==> src/rtl/uft_pkg.sv <==
package uft_pkg;
  localparam logic [1:0] SEL_CNT  = 2'd0;
  localparam logic [1:0] SEL_RLD  = 2'd1;
  localparam logic [1:0] SEL_CTRL = 2'd2;

  localparam int B_EN    = 0;
  localparam int B_RST   = 1;
  localparam int B_LOAD  = 2;
  localparam int B_IE    = 3;
  localparam int B_PEND  = 4;
  localparam int B_CHAIN = 5;
  localparam int CTRL_IN_W = B_CHAIN + 1;

  typedef struct packed {
    logic writeReload;
    logic loadWrite;
    logic loadReload;
    logic decrement;
  } dpStrobe_t;
endpackage

==> src/rtl/uft_datapath.sv <==
module uft_datapath
  import uft_pkg::*;
#(
  parameter int W = 32
) (
  input  logic         clk,
  input  logic         rstN,
  input  dpStrobe_t    strobe,
  input  logic [W-1:0] wrData,
  output logic [W-1:0] counterQ,
  output logic [W-1:0] reloadQ,
  output logic         cntZero
);
  always_ff @(posedge clk) begin
    if (!rstN) begin
      counterQ <= '0;
      reloadQ  <= '0;
    end else begin
      if (strobe.writeReload) reloadQ <= wrData;
      if (strobe.loadWrite)       counterQ <= wrData;
      else if (strobe.loadReload) counterQ <= reloadQ;
      else if (strobe.decrement)  counterQ <= counterQ - 1'b1;
    end
  end

  assign cntZero = (counterQ == '0);
endmodule

==> src/rtl/uft_control.sv <==
module uft_control
  import uft_pkg::*;
#(
  parameter int W = 32
) (
  input  logic                 clk,
  input  logic                 rstN,
  input  logic                 tick,
  input  logic                 wrEn,
  input  logic [1:0]           regSel,
  input  logic [CTRL_IN_W-1:0] ctrlIn,
  input  logic                 cntZero,
  output dpStrobe_t            strobe,
  output logic [W-1:0]         ctrlWord,
  output logic                 irqPulse,
  output logic                 armedQ,
  output logic                 pendingQ,
  output logic                 enableQ,
  output logic                 intEnQ
);
  logic restartQ, chainQ;
  logic ctrlWr, cntWr, rldWr, run, expire;

  assign ctrlWr = wrEn && (regSel == SEL_CTRL);
  assign cntWr  = wrEn && (regSel == SEL_CNT);
  assign rldWr  = wrEn && (regSel == SEL_RLD);
  // a write cycle never counts, so writes and expiry cannot collide
  assign run    = armedQ && enableQ && tick && !wrEn;
  assign expire = run && cntZero;

  always_comb begin
    strobe.writeReload = rldWr;
    strobe.loadWrite   = cntWr;
    strobe.loadReload  = (expire && restartQ) || (ctrlWr && ctrlIn[B_LOAD]);
    strobe.decrement   = run && !cntZero;
  end

  always_ff @(posedge clk) begin
    if (!rstN) begin
      enableQ  <= 1'b0;
      restartQ <= 1'b0;
      intEnQ   <= 1'b0;
      chainQ   <= 1'b0;
      pendingQ <= 1'b0;
      armedQ   <= 1'b0;
      irqPulse <= 1'b0;
    end else begin
      irqPulse <= expire && intEnQ;
      if (ctrlWr) begin
        enableQ  <= ctrlIn[B_EN];
        restartQ <= ctrlIn[B_RST];
        intEnQ   <= ctrlIn[B_IE];
        chainQ   <= ctrlIn[B_CHAIN];
        armedQ   <= ctrlIn[B_EN];
        if (ctrlIn[B_PEND]) pendingQ <= 1'b0;
      end else if (cntWr) begin
        armedQ <= enableQ;
      end else if (expire) begin
        armedQ <= restartQ;
        if (intEnQ) pendingQ <= 1'b1;
      end
    end
  end

  always_comb begin
    ctrlWord          = '0;
    ctrlWord[B_EN]    = enableQ;
    ctrlWord[B_RST]   = restartQ;
    ctrlWord[B_IE]    = intEnQ;
    ctrlWord[B_PEND]  = pendingQ;
    ctrlWord[B_CHAIN] = chainQ;
  end
endmodule

==> src/rtl/uflow_timer_chan.sv <==
module uflow_timer_chan
  import uft_pkg::*;
#(
  parameter int W = 32
) (
  input  logic         clk,
  input  logic         rstN,
  input  logic         tick,
  input  logic         wrEn,
  input  logic [1:0]   regSel,
  input  logic [W-1:0] wrData,
  output logic [W-1:0] rdData,
  output logic         irqPulse
);
  dpStrobe_t    strobe;
  logic [W-1:0] counterQ, reloadQ, ctrlWord;
  logic         cntZero, armedQ, pendingQ, enableQ, intEnQ;

  uft_control #(.W(W)) u_ctrl (
    .clk(clk), .rstN(rstN), .tick(tick), .wrEn(wrEn), .regSel(regSel),
    .ctrlIn(wrData[CTRL_IN_W-1:0]), .cntZero(cntZero), .strobe(strobe),
    .ctrlWord(ctrlWord), .irqPulse(irqPulse), .armedQ(armedQ),
    .pendingQ(pendingQ), .enableQ(enableQ), .intEnQ(intEnQ)
  );

  uft_datapath #(.W(W)) u_dp (
    .clk(clk), .rstN(rstN), .strobe(strobe), .wrData(wrData),
    .counterQ(counterQ), .reloadQ(reloadQ), .cntZero(cntZero)
  );

  always_comb begin
    case (regSel)
      SEL_CNT:  rdData = counterQ;
      SEL_RLD:  rdData = reloadQ;
      SEL_CTRL: rdData = ctrlWord;
      default:  rdData = '0;
    endcase
  end
endmodule

==> config.mk <==
export PLATFORM = sky130hd
export DESIGN_NAME = uflow_timer_chan
export DESIGN_NICKNAME = d
export VERILOG_FILES = /design/src/rtl/uft_pkg.sv /design/src/rtl/uft_datapath.sv /design/src/rtl/uft_control.sv /design/src/rtl/uflow_timer_chan.sv
export SDC_FILE = /design/constraint.sdc
export NUM_CORES = 1
export LEC_CHECK = 0
export ABC_AREA = 1
export BUFFER_PORTS_ARGS = -buffer_cell sky130_fd_sc_hd__buf_2
export CAP_MARGIN = 5
export CORE_ASPECT_RATIO = 0.9
export CORE_MARGIN = 2
export CORE_UTILIZATION = 40
export CTS_CLUSTER_SIZE = 30
export DETAILED_ROUTE_END_ITERATION = 10
export GPL_TIMING_DRIVEN = 0
export RECOVER_POWER = 100
export SLEW_MARGIN = 20
export SYNTH_ARGS = -nofsm -noshare
export SYNTH_HDL_FRONTEND = slang
export SYNTH_SLANG_ARGS = --single-unit
==> constraint.sdc <==
create_clock -name clk -period 4.15 [get_ports clk]
set_clock_uncertainty 0.05 [all_clocks]
set_input_delay 0.415 -clock clk [delete_from_list [all_inputs] [get_ports clk]]
set_output_delay 0.415 -clock clk [all_outputs]
set_load 0.01 [all_outputs]
# Yosys cells after proc, flatten, opt, wreduce, memory -nomap -nowiden
# Index checks and enable logic that the tools add are counted.
# word_totals
ff_bits	71
in_bits	38
wordCells	47
# op_classes
addsub	1
n_eq_ne	4
mux	12
n_reduce_logical	21
# op_table
cell	count
32-bit 2-to-1 mux	3
32-bit one-hot mux with 3 select lines	1
32-bit logical NOT	1
32-bit by 1-bit subtractor with 32-bit output (second input constant)	1
1-bit logical AND	11
1-bit 2-to-1 mux	8
3-bit nonzero test	2
4-bit AND reduction	1
2-bit nonzero test	2
2-bit by 1-bit == test with 1-bit output (second input constant)	1
2-bit == test (second input constant)	1
1-bit logical NOT	2
2-bit logical NOT	1
2-bit by 1-bit != test with 1-bit output (second input constant)	1
2-bit != test (second input constant)	1
1-bit logical OR	1

# Logic depth before layout (Yosys ltp)
# depth
ltp_word	8
mapped_depth	15
depth_no_buf	13

# Cells and area by module
# A second synthesis with hierarchy kept.
# unflattened
hier_cells	837
area_unflattened_um2	5178.7
# modules_own_cells
mod	instances	cells_each	area_per_inst_um2
uft_datapath	1	604	3771.1
uflow_timer_chan	1	148	782.0
uft_control	1	85	625.6

# Least setup slack after synthesis
# No wires, ideal clock.
# synth_path
path_kind	register to register
start	reg u_dp.counterQ[0]
end	reg u_dp.counterQ[3]
arrival_ps	1814
t_required_ps	3981
path_slack_ps	2167
path_stages_with_launch	14
n_path_buf	2
synth_period_minus_slack_ps	1983
path_cell_list	dfxtp_1 inv_1 ha_1 nand2_2 nor2_8 nand2_2 nor2_4 nand3_2 nand2_4 nor2_1 buf_6 buf_6 a21oi_1 a21oi_2
# synth_between
elab_chain_len	6
# synth_lines
element	line	source
start: declaration	uft_datapath.sv:10	output logic [W-1:0] counterQ,
start signal: assignment	uft_datapath.sv:20	if (strobe.loadWrite) counterQ <= wrData;
start signal: assignment	uft_datapath.sv:21	else if (strobe.loadReload) counterQ <= reloadQ;
start signal: assignment	uft_datapath.sv:22	else if (strobe.decrement) counterQ <= counterQ - 1'b1;
parallel branches: the longest is 6 deep, another holds 32-bit by 1-bit subtractor with 32-bit output	--	
# Several ways; the timed one is not identified. The select of a mux whose other input is x is not followed.
# A chain may end at the register's enable or synchronous reset.

# Final worst setup path
# layout_path
start	reg u_dp.counterQ[0]
end	reg u_dp.counterQ[14]
# Same word-level chain as after synthesis.

==> out/metrics.csv <==
metric,value,unit
post_cts_resized,0,
grt_use_total,0.296,
cts-root-buf,clkbuf_16,
antenna_found_initial,0,
startpoint_type,flop,
met1_usage,0.410,
setup_tns,0,ps
syn_area,4610,µm²
fin_nets,894,
synth_seq_cells,71,
post-route-period-util,0.811,
grt-busiest-layer,met2,
rows,37,
ys_types,30,
dp.cells,1000,
drive_above_1_share,0.0814,
dp.final_hpwl,13300,µm
worst_ir_drop_vdd,0.238,mV
dr.pass1.iters,5,
ios,71,
grt_start_max_net_pins,12,
end_kind,flop,
cellPowerDensity,386,nW/µm²
drt-wirelength-per-cell,17.3,µm
path_clk_slew,60,ps
synth-edff-count,0,
critPathMaxStageDelay,530,ps
max_slew_margin,0.422,
syn_nets,813,
hold_violations,0,
grtUsageMet3,0.0725,
cap_violations,0,
dr_total_vias,5339,
r2r_slack,790,ps
core,11300,µm²
synth_top_area_frac,0.308,
synth_area_leaders,"dfxtp_1, nand2_1, nand3_1",
die_w,117,µm
dieHeight,106,µm
diodes,0,
yosys_warnings,0,
cp_cell_sequence,inv_1 -> ha_1 -> nand2_1 -> nor2_1 -> nand2_1 -> nor2_1 -> nand3_1 -> nand2_1 -> nor2_1 -> clkbuf_1 -> buf_6 -> nand2_1 -> nand3_1 -> nand2_1 -> inv_1,
final_core_util,0.470,
grt_pass1_wl,27300,µm
synth.avg_cell_area,5.96,µm²
crit_fanout,10,
fin_crit,3360,ps
die-area,12400,µm²
critPathBufInv,4,
yosys-top-cells-count,"nand2_1, inv_1, nand3_1",
synth_most_common_cell,nand2_1,
via_per_inst,5.25,
crit_path_top_delay_cell,nor2_1,
postCtsHoldBufs,0,
report.final.slew_viol_count,0,
outcome,finished clean,
drc,0,
ctsLongestPathBuffers,2,
cts_buffers,9,
wirelength,17600,µm
numPortBuffers,70,
setup_viol,0,
grt_overflow,0,
syn_to_final_growth,15.5,%
yosysSeqAreaShare,0.308,
min_path_type,input port to flop,
clk_latency,360,ps
htree_levels,3,
synth_top_cell_by_area,dfxtp_1,
critPathArrivalTime,3570,ps
rsz0062_at_grt,false,
ys.flop_type,dfxtp_1,
cts.sinks,71,
path_class,flop to flop,
max_clock_freq,297,MHz
grt_pass1_vias,4984,
cts_tree,yes,
critPathRequiredTime,4360,ps
place_congestion,0.983,
p_leak,0.00252,µW
synth-async-reset-ratio,0,
tightest_slew,867,ps
stdcell_count,1016,
grt_util_met2,0.455,
nFillCells,1271,
ant_nets,0,
cts_setup_buffers,0,
start_util,0.407,
critPathMostFrequentCell,nand2_1,
syn_inst,774,
drt_iter0_markers,544,
critPathTopFamily,simple AND/OR/NAND/NOR gates,
flip-flops by register name, summed over array words and instances (netlist names):
signal,count
u_ctrl.armedQ,1
u_ctrl.chainQ,1
u_ctrl.enableQ,1
u_ctrl.intEnQ,1
u_ctrl.irqPulse,1
u_ctrl.pendingQ,1
u_ctrl.restartQ,1
u_dp.counterQ,32
u_dp.reloadQ,32
power by group:
| part | total [µW] | leakage (µW) | internal, µW | switching [µW] |
|---|---|---|---|---|
| registers | 746 | 0.000580 | 717 | 29.3 |
| logic | 555 | 0.00180 | 175 | 381 |
| clock network | 753 | 0.000142 | 433 | 320 |
| total | 2050 | 0.00252 | 1320 | 730 |
cells by family after synthesis:
kind of cell | synth area share
compound gates | 0.158
flops | 0.308
fa+ha+maj | 0.00271
buf+inv | 0.132
xor+xnor | 0.0209
simple gates | 0.379
cell usage in the layout (no fill, tap or decap), types with 4 or more instances in the layout:
cell / Yosys / routed
a21oi_1: 48 / 50
a21oi_2: 6 / 4
buf_1: 5 / 4
buf_2: 5 / 40
clkbuf_1: 19 / 58
clkbuf_16: 0 / 9
clkinv_2: 0 / 4
dfxtp_1: 71 / 71
inv_1: 112 / 112
nand2_1: 216 / 219
nand3_1: 86 / 87
nand4_1: 14 / 14
nor2_1: 83 / 85
nor2_2: 5 / 5
o21ai_0: 42 / 42
o221ai_1: 4 / 4
o22ai_1: 26 / 26
xor2_1: 10 / 10
layout make-up:
| type | instances | area [µm²] | area share |
|---|---|---|---|
| sequential | 71 | 1420 | 0.267 |
| buffer | 36 | 165 | 0.0310 |
| timing repair buffer | 70 | 309 | 0.0580 |
| inverter | 113 | 424 | 0.0796 |
| clock inverter | 4 | 20.0 | 0.00376 |
| multi-input combinational | 554 | 2540 | 0.476 |
| tap | 156 | 195 | 0.0366 |
| clock buffer | 12 | 256 | 0.0481 |
metal layers:
layer,vias up,wire [µm]
met4,0,325
met5,-,0
li1,2653,-
met1,2471,8140
met3,28,1270
met2,187,7870
per-stage QoR:
step / hold WS (ps) / area [µm²] / setup WS [ps] / power, µW
after CTS: 275 / 5440 / 1170 / 2070
after global routing: 276 / 5330 / 517 / 2160
after detailed placement: 416 / 5160 / 1180 / 1320
after global placement: 397 / 5160 / 1200 / 1320
after floorplan: 380 / 4610 / 2170 / 1150
final: 290 / 5330 / 785 / 2050
path summary, 6_finish.rpt:
path,start,endpoint,cells after the start
hold reg to reg,u_dp.reloadQ[3],u_dp.reloadQ[3],2
setup / recovery,u_dp.counterQ[0],u_dp.counterQ[14],15
hold / removal,wrData[4],u_ctrl.pendingQ,2
setup reg to reg,u_dp.counterQ[0],u_dp.counterQ[14],15
(Power assumes the default switching activity.)
